==> config.mk <==
export PLATFORM = sky130hd
export DESIGN_NAME = flagged_alu
export DESIGN_NICKNAME = d
export VERILOG_FILES = /design/src/rtl/flagged_alu_pkg.sv /design/src/rtl/alu_op_decode.sv /design/src/rtl/alu_datapath.sv /design/src/rtl/alu_result_regs.sv /design/src/rtl/flagged_alu.sv
export SDC_FILE = /design/constraint.sdc
export NUM_CORES = 1
export LEC_CHECK = 0
export BUFFER_PORTS_ARGS = -buffer_cell sky130_fd_sc_hd__buf_2
export CAP_MARGIN = 40
export CORE_ASPECT_RATIO = 0.5
export CORE_MARGIN = 5
export CORE_UTILIZATION = 53
export CTS_CLUSTER_SIZE = 40
export DETAILED_ROUTE_END_ITERATION = 8
export PLACE_DENSITY_LB_ADDON = 0.3
export SETUP_SLACK_MARGIN = 0.3
export SYNTH_ARGS = -nofsm -noshare
export SYNTH_HDL_FRONTEND = slang
export SYNTH_HIERARCHICAL = 1
export SYNTH_SLANG_ARGS = --single-unit
==> constraint.sdc <==
create_clock -name clk -period 0.8 [get_ports clk]
set_input_delay 0.08 -clock clk [delete_from_list [all_inputs] [get_ports clk]]
set_output_delay 0.08 -clock clk [all_outputs]
set_load 0.05 [all_outputs]
==> src/rtl/flagged_alu_pkg.sv <==
package flagged_alu_pkg;

   typedef enum logic [3:0] {
      OP_ADD = 4'd0,
      OP_SUB = 4'd1,
      OP_AND = 4'd2,
      OP_OR  = 4'd3,
      OP_XOR = 4'd4,
      OP_NOT = 4'd5,
      OP_SHL = 4'd6,
      OP_SHR = 4'd7,
      OP_CMP = 4'd8
   } alu_op_e;

   typedef struct packed {
      logic load_result;
      logic load_flags;
   } alu_ctl_t;

endpackage

==> src/rtl/alu_op_decode.sv <==
module alu_op_decode
   import flagged_alu_pkg::*;
#(
   parameter int OP_W = 4
) (
   input  logic            enable,
   input  logic [OP_W-1:0] opcode,
   output alu_ctl_t        ctl
);

   always_comb begin
      ctl = '0;
      if (enable) begin
         case (opcode)
            OP_ADD, OP_SUB, OP_AND, OP_OR,
            OP_XOR, OP_NOT, OP_SHL, OP_SHR: begin
               ctl.load_result = 1'b1;
               ctl.load_flags  = 1'b1;
            end
            OP_CMP:  ctl.load_flags = 1'b1;
            default: ctl = '0;
         endcase
      end
   end

endmodule

==> src/rtl/alu_datapath.sv <==
module alu_datapath
   import flagged_alu_pkg::*;
#(
   parameter int WIDTH = 8,
   parameter int OP_W  = 4
) (
   input  logic [OP_W-1:0]  opcode,
   input  logic [WIDTH-1:0] opa,
   input  logic [WIDTH-1:0] opb,
   output logic [WIDTH-1:0] result,
   output logic             carry_out
);

   localparam int EXT_W = WIDTH + 1;

   logic [EXT_W-1:0] sum_ext;
   logic [EXT_W-1:0] diff_ext;

   assign sum_ext  = {1'b0, opa} + {1'b0, opb};
   assign diff_ext = {1'b0, opa} - {1'b0, opb};

   always_comb begin
      result    = '0;
      carry_out = 1'b0;
      case (opcode)
         OP_ADD: begin
            result    = sum_ext[WIDTH-1:0];
            carry_out = sum_ext[WIDTH];
         end
         OP_SUB, OP_CMP: begin
            result    = diff_ext[WIDTH-1:0];
            carry_out = diff_ext[WIDTH];
         end
         OP_AND: result = opa & opb;
         OP_OR:  result = opa | opb;
         OP_XOR: result = opa ^ opb;
         OP_NOT: result = ~opa;
         OP_SHL: begin
            result    = {opa[WIDTH-2:0], 1'b0};
            carry_out = opa[WIDTH-1];
         end
         OP_SHR: begin
            result    = {1'b0, opa[WIDTH-1:1]};
            carry_out = opa[0];
         end
         default: begin
            result    = '0;
            carry_out = 1'b0;
         end
      endcase
   end

endmodule

==> src/rtl/alu_result_regs.sv <==
module alu_result_regs
   import flagged_alu_pkg::*;
#(
   parameter int WIDTH            = 8,
   parameter bit CARRY_ACTIVE_LOW = 1'b1
) (
   input  logic             clk,
   input  logic             rst_n,
   input  alu_ctl_t         ctl,
   input  logic [WIDTH-1:0] result,
   input  logic             carry_raw,
   output logic [WIDTH-1:0] t_q,
   output logic             c_q,
   output logic             z_q
);

   localparam logic C_IDLE = CARRY_ACTIVE_LOW ? 1'b1 : 1'b0;

   logic c_next;
   logic z_next;

   generate
      if (CARRY_ACTIVE_LOW) begin : g_carry_inv
         assign c_next = ~carry_raw;
      end else begin : g_carry_true
         assign c_next = carry_raw;
      end
   endgenerate

   assign z_next = (result == '0);

   always_ff @(posedge clk or negedge rst_n) begin
      if (!rst_n) begin
         t_q <= '0;
      end else if (ctl.load_result) begin
         t_q <= result;
      end
   end

   always_ff @(posedge clk or negedge rst_n) begin
      if (!rst_n) begin
         c_q <= C_IDLE;
         z_q <= 1'b0;
      end else if (ctl.load_flags) begin
         c_q <= c_next;
         z_q <= z_next;
      end
   end

   // with no load requested, the state holds
   p_hold_r7: assert property (@(posedge clk) disable iff (!rst_n)
      !ctl.load_flags |=> ($stable(t_q) && $stable(c_q) && $stable(z_q)))
      else $error("state changed without a load");

   // a flag-only load keeps the result register
   p_flag_only_r5: assert property (@(posedge clk) disable iff (!rst_n)
      (ctl.load_flags && !ctl.load_result) |=> $stable(t_q))
      else $error("result register moved on a flag-only load");

endmodule

==> src/rtl/flagged_alu.sv <==
module flagged_alu
   import flagged_alu_pkg::*;
#(
   parameter int WIDTH            = 8,
   parameter int OP_W             = 4,
   parameter bit CARRY_ACTIVE_LOW = 1'b1
) (
   input  logic             clk,
   input  logic             rst_n,
   input  logic             alu_en,
   input  logic [3:0]       op,
   input  logic [WIDTH-1:0] bus_a,
   input  logic [WIDTH-1:0] bus_b,
   output logic [WIDTH-1:0] t_q,
   output logic             c_q,
   output logic             z_q
);

   localparam logic C_NONE = CARRY_ACTIVE_LOW ? 1'b1 : 1'b0;

   generate
      if (WIDTH < 2) begin : g_bad_width
         $error("flagged_alu: WIDTH must be at least 2");
      end
      if (OP_W != 4) begin : g_bad_opw
         $error("flagged_alu: OP_W must be 4");
      end
   endgenerate

   alu_ctl_t         ctl;
   logic [WIDTH-1:0] dp_result;
   logic             dp_carry;

   alu_op_decode #(.OP_W(OP_W)) u_decode (
      .enable (alu_en),
      .opcode (op),
      .ctl    (ctl)
   );

   alu_datapath #(.WIDTH(WIDTH), .OP_W(OP_W)) u_datapath (
      .opcode    (op),
      .opa       (bus_a),
      .opb       (bus_b),
      .result    (dp_result),
      .carry_out (dp_carry)
   );

   alu_result_regs #(.WIDTH(WIDTH), .CARRY_ACTIVE_LOW(CARRY_ACTIVE_LOW)) u_regs (
      .clk       (clk),
      .rst_n     (rst_n),
      .ctl       (ctl),
      .result    (dp_result),
      .carry_raw (dp_carry),
      .t_q       (t_q),
      .c_q       (c_q),
      .z_q       (z_q)
   );

   // zero flag tracks the stored result for result-writing ops
   p_zero_track_r6: assert property (@(posedge clk) disable iff (!rst_n)
      (alu_en && op <= 4'd7) |=> (z_q == (t_q == '0)))
      else $error("zero flag disagrees with result");

   // logic operations report no carry
   p_logic_carry_r3: assert property (@(posedge clk) disable iff (!rst_n)
      (alu_en && op >= 4'd2 && op <= 4'd5) |=> (c_q == C_NONE))
      else $error("logic op left a carry");

   // shift-left fills bit 0 with zero
   p_shl_fill_r4: assert property (@(posedge clk) disable iff (!rst_n)
      (alu_en && op == 4'd6) |=> (t_q[0] == 1'b0))
      else $error("shift left fill not zero");

   // shift-right fills the top bit with zero
   p_shr_fill_r4: assert property (@(posedge clk) disable iff (!rst_n)
      (alu_en && op == 4'd7) |=> (t_q[WIDTH-1] == 1'b0))
      else $error("shift right fill not zero");

   // undefined opcodes change nothing
   p_undef_hold_r8: assert property (@(posedge clk) disable iff (!rst_n)
      (alu_en && op >= 4'd9) |=> ($stable(t_q) && $stable(c_q) && $stable(z_q)))
      else $error("undefined opcode changed state");

endmodule

==> results of run 1 <==
[repair_timing]
action                     in CTS
setup endpoints to repair      20
resized for setup              71
hold buffers                    1
hold endpoints to repair       10
buffers inserted                9
pin swaps                      17
[stage by stage]
stage                     instances  area, µm²  worst slack (ns)  utilization
after floorplan                 225       2113            -1.106            -
after CTS                       402       3304            -1.080       0.9727
after detailed placement        388       2900            -1.444       0.8538
after global placement          388       2900            -1.403       0.8538
[logic make-up after synthesis]
group | count (synthesis) | share of synthesized area
simple gates | 63 | 0.1863
flops | 10 | 0.1362
buf+inv | 40 | 0.09349
compound gates | 66 | 0.2534
xor+xnor | 2 | 0.009487
fa+ha+maj | 26 | 0.1843
mux | 18 | 0.1369
==> results.py, run 1 <==
metrics = {
    "yosys": {
        "synth_cell_types": 52,
        "ys_ff_latch": 10,
        "synth_most_common_cell": "inv_1",
        "synth_edf_count": 0,
        "seq_area_frac_synth": 0.1362,
        "ys.flop_type": "dfrtp_1",
        "yosys.area.top_type_share": 0.1626,
        "async_reset_ff_frac": 1.000,
        "synthesis.nets": 274,
        "yosys_warnings": 6,
        "synthCells": 225,
        "synth_top_cells_by_area": "ha_1 (16%), dfrtp_1 (12%), mux4_2 (6.1%)",
        "synth_area_per_cell_um2": 8.208,
        "syn_area_um2": 1847,
        "ys_top_cells_by_count": "inv_1 (26), ha_1 (24), a21oi_1 (17)",
        "yosysTopAreaCell": "ha_1",
    },
    "floorplan": {
        "initial_utilization": 0.5436,
        "num_rows": 15,
        "die_height_um": 51.74,
        "ioPinCount": 33,
        "fp.dieW_um": 93.48,
    },
    "clock_network": {
        "cts_max_level": 1,
        "root_buffer": "clkbuf_8",
        "cts_made_buffers": 3,
        "cts_buffer_depth": 2,
        "cts.sinks": 10,
    },
    "run_status": {
        "outcome": "stopped before the end",
        "lastStage": "5_1_grt",
        "error": "[ERROR DPL-0038] Utilization greater than 100%, impossible to legalize",
    },
    "placed_design": {
        "globalplace.congestion": 0.9977,
        "place_hpwl_mm": 5.459,
        "port_buffers": 32,
    },
    "timing": {
        "worst_endpoint": "u_regs/z_q$_DFFE_PN0P_/D",
        "worst-ep-kind": "sequential cell input",
    },
    "grt": {
        "grt_max_degree": 15,
    },
}
==> run 2: changes to the inputs <==
--- a/config.mk
+++ b/config.mk
@@ -7,13 +7,10 @@
 export LEC_CHECK = 0
 export BUFFER_PORTS_ARGS = -buffer_cell sky130_fd_sc_hd__buf_2
 export CAP_MARGIN = 40
-export CORE_ASPECT_RATIO = 0.5
 export CORE_MARGIN = 5
-export CORE_UTILIZATION = 53
-export CTS_CLUSTER_SIZE = 40
+export CORE_UTILIZATION = 38
 export DETAILED_ROUTE_END_ITERATION = 8
-export PLACE_DENSITY_LB_ADDON = 0.3
-export SETUP_SLACK_MARGIN = 0.3
+export PLACE_DENSITY_LB_ADDON = 0.15
 export SYNTH_ARGS = -nofsm -noshare
 export SYNTH_HDL_FRONTEND = slang
 export SYNTH_HIERARCHICAL = 1
==> results.py, run 2 <==
metrics = {
    "clock_network": {
        "cts.sinks": 10,
        "cts_tree": "done",
        "cts_max_level": 1,
        "cts_buffer_depth": 2,
        "cts_made_buffers": 3,
        "cts.clk_slew.worst_paths_ns": 0.05,
        "clock_latency_ns": 0.23,
        "root_buffer": "clkbuf_8",
    },
    "setup_path": {
        "crit_chain": "buf_12, ha_4, fa_2, a21o_4, o2bb2ai_2, o21bai_1, xnor2_1, a211o_1, nor4_2, a32o_1",
        "cp_max_fo": 3,
        "start_kind": "primary input",
        "cp_data_required_time_ns": 0.97,
        "worstSetupPathType": "primary input to register",
        "critical_path.max_stage_delay_ns": 0.36,
        "crit_family": "compound AO/OA/AOI/OAI gates",
        "ff2ff_path_depth": 2,
        "cp_slowest_cell": "fa_2",
        "path_buf_inv": 1,
        "crit_arrival_ns": 2.04,
        "endpoint_kind": "register",
        "timing.rr.start": "u_regs/z_q",
        "rrSetupSlack_ns": -0.05,
        "rr_endpoint": "u_regs/z_q",
    },
    "grt": {
        "grt_max_degree": 11,
        "antenna_found_initial": 0,
        "grt_pass1_vias": 2168,
        "grt_overflow": 0,
        "grt_pass1_wl_mm": 10.60,
        "gr-usage-all-layers": 0.2109,
    },
    "timing": {
        "rsz0062_at_grt": "true",
        "slew_headroom": 0.7748,
        "hold_viol_final": 0,
        "fmax_mhz": 534.9,
        "drv_slew": 0,
        "worst_slack_ns": -1.070,
        "skew_ns": 0,
        "setup_viol": 20,
        "worst_slew_pin_slew_ns": 0.3353,
        "whs_ns": 0.2510,
        "finalCritPeriodShare": 2.337,
        "finalWorstPathRequiredPeriod_ns": 1.870,
    },
    "floorplan": {
        "die_height_um": 79.72,
        "fp.dieW_um": 79.72,
        "ioPinCount": 33,
        "fp.dieArea_um2": 6354,
        "num_rows": 25,
        "initial_utilization": 0.3910,
        "core_area_um2": 4723,
    },
    "yosys": {
        "yosys.area.top_type_share": 0.1626,
        "synth_top_cells_by_area": "ha_1 (16%), dfrtp_1 (12%), mux4_2 (6.1%)",
        "syn_area_um2": 1847,
        "async_reset_ff_frac": 1.000,
        "ys_ff_latch": 10,
        "synthesis.nets": 274,
        "synth_edf_count": 0,
        "seq_area_frac_synth": 0.1362,
        "synth_area_per_cell_um2": 8.208,
        "yosysTopAreaCell": "ha_1",
        "ys.flop_type": "dfrtp_1",
        "synth_most_common_cell": "inv_1",
        "synth_cell_types": 52,
        "synthCells": 225,
        "ys_top_cells_by_count": "inv_1 (26), ha_1 (24), a21oi_1 (17)",
        "yosys_warnings": 6,
    },
    "final_layout": {
        "drive_gt1_frac": 0.5903,
        "num-nets-final": 399,
        "diodes": 0,
        "reg.largest.list": "u_regs/t_q: 8 flops, u_regs/c_q: 1 flops, u_regs/z_q: 1 flops",
        "largest_reg_flops": 8,
        "regMostFlops": "u_regs/t_q",
        "area_delta_synth_final_pct": 84.89,
        "mostFrequentLayoutCell": "buf_4",
        "final_cell_mix": "buf_4 (89), buf_6 (24), inv_1 (20)",
    },
    "power_and_ir_drop": {
        "irDropWorstVdd_mv": 0.7785,
        "leakage_nw": 1.562,
        "p_per_area_nw_per_um2": 1113,
    },
    "routing": {
        "dr.pass1.iters": 4,
        "drt-vias-per-instance": 5.147,
        "wl_per_cell_um": 15.67,
        "routed_wirelength_mm": 6.517,
        "ant_nets": 0,
        "vias": 2141,
        "drc": 0,
        "drt_iter0_markers": 115,
    },
    "min_path": {
        "min_path_type": "primary input to async pin",
    },
    "placed_design": {
        "port_buffers": 32,
        "place_hpwl_mm": 5.129,
        "globalplace.congestion": 0.9320,
        "dp_slack_ns": -1.462,
    },
    "run_status": {
        "outcome": "finished with violations",
        "violations": "setup timing",
    },
    "run": {
        "drv_cap": 0,
    },
}
==> run 2: cell counts after synthesis <==
No cell type changed its count.
==> run 2: area by class of cell <==
type	instances	area (µm²)
Inverter	26	121.4
Sequential cell	10	251.5
Tap cell	67	83.83
Fill cell	353	1309
Multi-Input combinational cell	175	1797
Clock buffer	4	45.04
Timing Repair Buffer	134	1116
==> run 2: worst max path at each step <==
stage / startpoint / to / slack (ns) / depth (start not counted)
after floorplan: bus_a[0] / u_regs/z_q / -1.11 / 9
after global placement: bus_a[0] / u_regs/z_q / -1.44 / 10
after detailed placement: bus_a[0] / u_regs/z_q / -1.46 / 10
after CTS: bus_a[0] / u_regs/z_q / -1.07 / 12
after global routing: bus_b[1] / u_regs/z_q / -1.13 / 11
final: bus_a[0] / u_regs/z_q / -1.07 / 10
==> run 2: logic make-up (layout without fill, tap and decap cells) <==
| family | after synthesis | in the layout | share of synthesized area |
|---|---|---|---|
| xor gates and xnor gates | 2 | 2 | 0.009487 |
| AOI/OAI and AO/OA | 66 | 66 | 0.2534 |
| adders and majority gates | 26 | 26 | 0.1843 |
| and+or+nand+nor | 63 | 63 | 0.1863 |
| DFF | 10 | 10 | 0.1362 |
| buffers and inverters | 40 | 164 | 0.09349 |
| muxes | 18 | 18 | 0.1369 |
==> run 2: where the power goes <==
part	internal [mW]	switching, mW	total, mW
Clock	0.348	0.185	0.533
Sequential	0.613	0.0841	0.697
Combinational	1.28	1.29	2.57
Total	2.24	1.56	3.80
==> run 2: timing repair <==
| action | CTS | global route |
|---|---|---|
| endpoints found under the setup margin | 20 | 20 |
| hold buffers | 1 | 0 |
| hold endpoints to repair | 10 | 0 |
| resized for setup | 69 | 24 |
| buffers inserted | 4 | 9 |
| pin swaps | 34 | 16 |
==> run 2: per-layer routing <==
layer	wire, µm	up-vias	track usage	part of all wire
met3	201	6	0.01354	0.031
met1	2915	1019	0.2753	0.45
met5	0	-	0	0
met2	3323	47	0.3748	0.51
met4	76	0	0.05326	0.012
li1	-	1069	-	-
==> run 2: metrics by stage <==
step,power (mW),instances,TNS [ns],utilization,area (µm²)
2_1_floorplan,2.001,225,-8.323,-,2103
3_3_place_gp,2.749,399,-11.89,0.6135,2898
3_5_place_dp,2.781,399,-12.13,0.6135,2898
4_1_cts,3.691,408,-9.213,0.6909,3263
5_1_grt,4.020,416,-10.21,0.7229,3415
6_report,3.801,416,-9.509,0.7229,3415
Note: power is estimated with default switching activity, not from simulation.
==> run 3: changes to the inputs <==
--- a/config.mk
+++ b/config.mk
@@ -9,6 +9,7 @@
 export CAP_MARGIN = 40
 export CORE_MARGIN = 5
 export CORE_UTILIZATION = 38
+export CTS_BUF_LIST = sky130_fd_sc_hd__clkbuf_8 sky130_fd_sc_hd__clkbuf_16
 export DETAILED_ROUTE_END_ITERATION = 8
 export PLACE_DENSITY_LB_ADDON = 0.15
 export SYNTH_ARGS = -nofsm -noshare
==> results.py, run 3 (synthesis gave the netlist of run 2 again) <==
metrics = {
    "final_layout": {
        "area_delta_synth_final_pct": 84.89,
        "largest_reg_flops": 8,
        "register_area_um2": 251.5,
        "num-nets-final": 399,
        "regMostFlops": "u_regs/t_q",
        "diodes": 0,
        "mostFrequentLayoutCell": "buf_4",
        "fillerInstances": 353,
        "reg.largest.list": "u_regs/t_q: 8 flops, u_regs/c_q: 1 flops, u_regs/z_q: 1 flops",
        "drive_gt1_frac": 0.5903,
        "final_cell_mix": "buf_4 (89), buf_6 (24), inv_1 (21)",
        "multi_input_area_um2": 1797,
    },
    "clock_network": {
        "cts.clk_slew.worst_paths_ns": 0.05,
        "cts_tree": "done",
        "clock_latency_ns": 0.23,
        "cts.sinks": 10,
        "cts_made_buffers": 3,
        "cts_max_level": 1,
        "cts_buffer_depth": 2,
        "root_buffer": "clkbuf_8",
    },
    "routing": {
        "drc": 0,
        "dr.pass1.iters": 5,
        "vias": 2158,
        "drt-vias-per-instance": 5.188,
        "routed_wirelength_mm": 6.531,
        "drt_iter0_markers": 112,
        "ant_nets": 0,
        "wl_per_cell_um": 15.70,
    },
    "setup_path": {
        "endpoint_kind": "register",
        "cp_max_fo": 3,
        "cp_data_required_time_ns": 0.97,
        "worstSetupPathType": "primary input to register",
        "crit_arrival_ns": 2.05,
        "start_kind": "primary input",
    },
    "grt": {
        "grt_pass1_wl_mm": 10.60,
        "gr-usage-all-layers": 0.2109,
        "antenna_found_initial": 0,
        "grt_max_degree": 11,
        "grt_pass1_vias": 2168,
        "grt_overflow": 0,
    },
    "run_status": {
        "violations": "setup timing",
        "outcome": "finished with violations",
    },
    "floorplan": {
        "die_height_um": 79.72,
        "ioPinCount": 33,
        "initial_utilization": 0.3910,
        "core_area_um2": 4723,
        "num_rows": 25,
        "fp.dieW_um": 79.72,
        "fp.dieArea_um2": 6354,
    },
    "timing": {
        "slew_headroom": 0.7680,
        "finalWorstPathRequiredPeriod_ns": 1.880,
        "finalSetupTns_ns": -9.518,
        "fmax_mhz": 532.0,
        "worst_slack_ns": -1.080,
        "whs_ns": 0.2517,
        "skew_ns": 0,
        "hold_viol_final": 0,
        "setup_viol": 20,
        "worst_slew_pin_slew_ns": 0.3480,
        "finalCritPeriodShare": 2.350,
        "drv_slew": 0,
        "rsz0062_at_grt": "true",
    },
    "placed_design": {
        "port_buffers": 32,
        "dp_slack_ns": -1.462,
        "place_hpwl_mm": 5.129,
        "globalplace.congestion": 0.9320,
    },
    "min_path": {
        "min_path_type": "primary input to async pin",
    },
    "run": {
        "drv_cap": 0,
    },
    "power_and_ir_drop": {
        "irDropWorstVdd_mv": 0.7807,
        "p_per_area_nw_per_um2": 1110,
        "power.total_mw": 3.789,
        "leakage_nw": 1.566,
    },
}
[run 3: cell types whose count changed in the layout (fill, tap and decap cells not counted)]
cell	previous run	this run
clkbuf_1	1	0
inv_1	20	21
[run 3: timing repair]
item	in CTS	in global routing
endpoints found under the hold margin	10	0
gates resized for setup	69	24
buffers inserted	4	9
cloned	0	0
pin swaps	34	16
hold buffers	1	0
setup endpoints to repair	20	20
[run 3: layer usage]
metal,vias to the layer above,wire (µm),track usage
met3,6,240,0.01354
met5,-,0,0
met2,58,3314,0.3748
li1,1070,-,-
met4,0,76,0.05326
met1,1024,2899,0.2753
[run 3: stage by stage]
stage | std cells | utilization | area (µm²)
after floorplan | 225 | - | 2103
after global placement | 399 | 0.6135 | 2898
after detailed placement | 399 | 0.6135 | 2898
after CTS | 408 | 0.6909 | 3263
after global routing | 416 | 0.7229 | 3415
final | 416 | 0.7229 | 3415
[run 3: area by class of cell]
class | count | share of cell area
multi-input cells | 175 | 0.5262
repair buffers | 134 | 0.3269
flip-flops and latches | 10 | 0.07365
inverters | 26 | 0.03554
well taps | 67 | 0.02455
clock buffers | 3 | 0.01209
clock inverters | 1 | 0.001099
[run 3: final timing paths]
| kind | start | end | slack [ns] | cells after the start |
|---|---|---|---|---|
| hold / removal | rst_n | u_regs/t_q[2] | 0.25 | 2 |
| min in group clk | alu_en | u_regs/c_q | 0.26 | 4 |
| setup / recovery | bus_a[0] | u_regs/z_q | -1.08 | 10 |
| hold reg to reg | u_regs/c_q | u_regs/c_q | 0.51 | 2 |
| max in group asynchronous | rst_n | u_regs/c_q | 0.29 | 2 |
| setup reg to reg | u_regs/z_q | u_regs/z_q | -0.05 | 2 |
[run 3: power by group]
part           leakage (nW)  total, mW  switching [mW]  internal (mW)
Clock                0.0269      0.522           0.187          0.335
Combinational          1.41       2.57            1.29           1.28
Sequential            0.125      0.695          0.0823          0.613
[run 3: worst max-delay path, stage by stage]
cell	delay, ns
buf_12	0.12
ha_4	0.16
fa_2	0.36
a21o_4	0.23
o2bb2ai_2	0.13
o21bai_1	0.15
xnor2_1	0.08
a211o_1	0.28
nor4_2	0.26
a32o_1	0.19
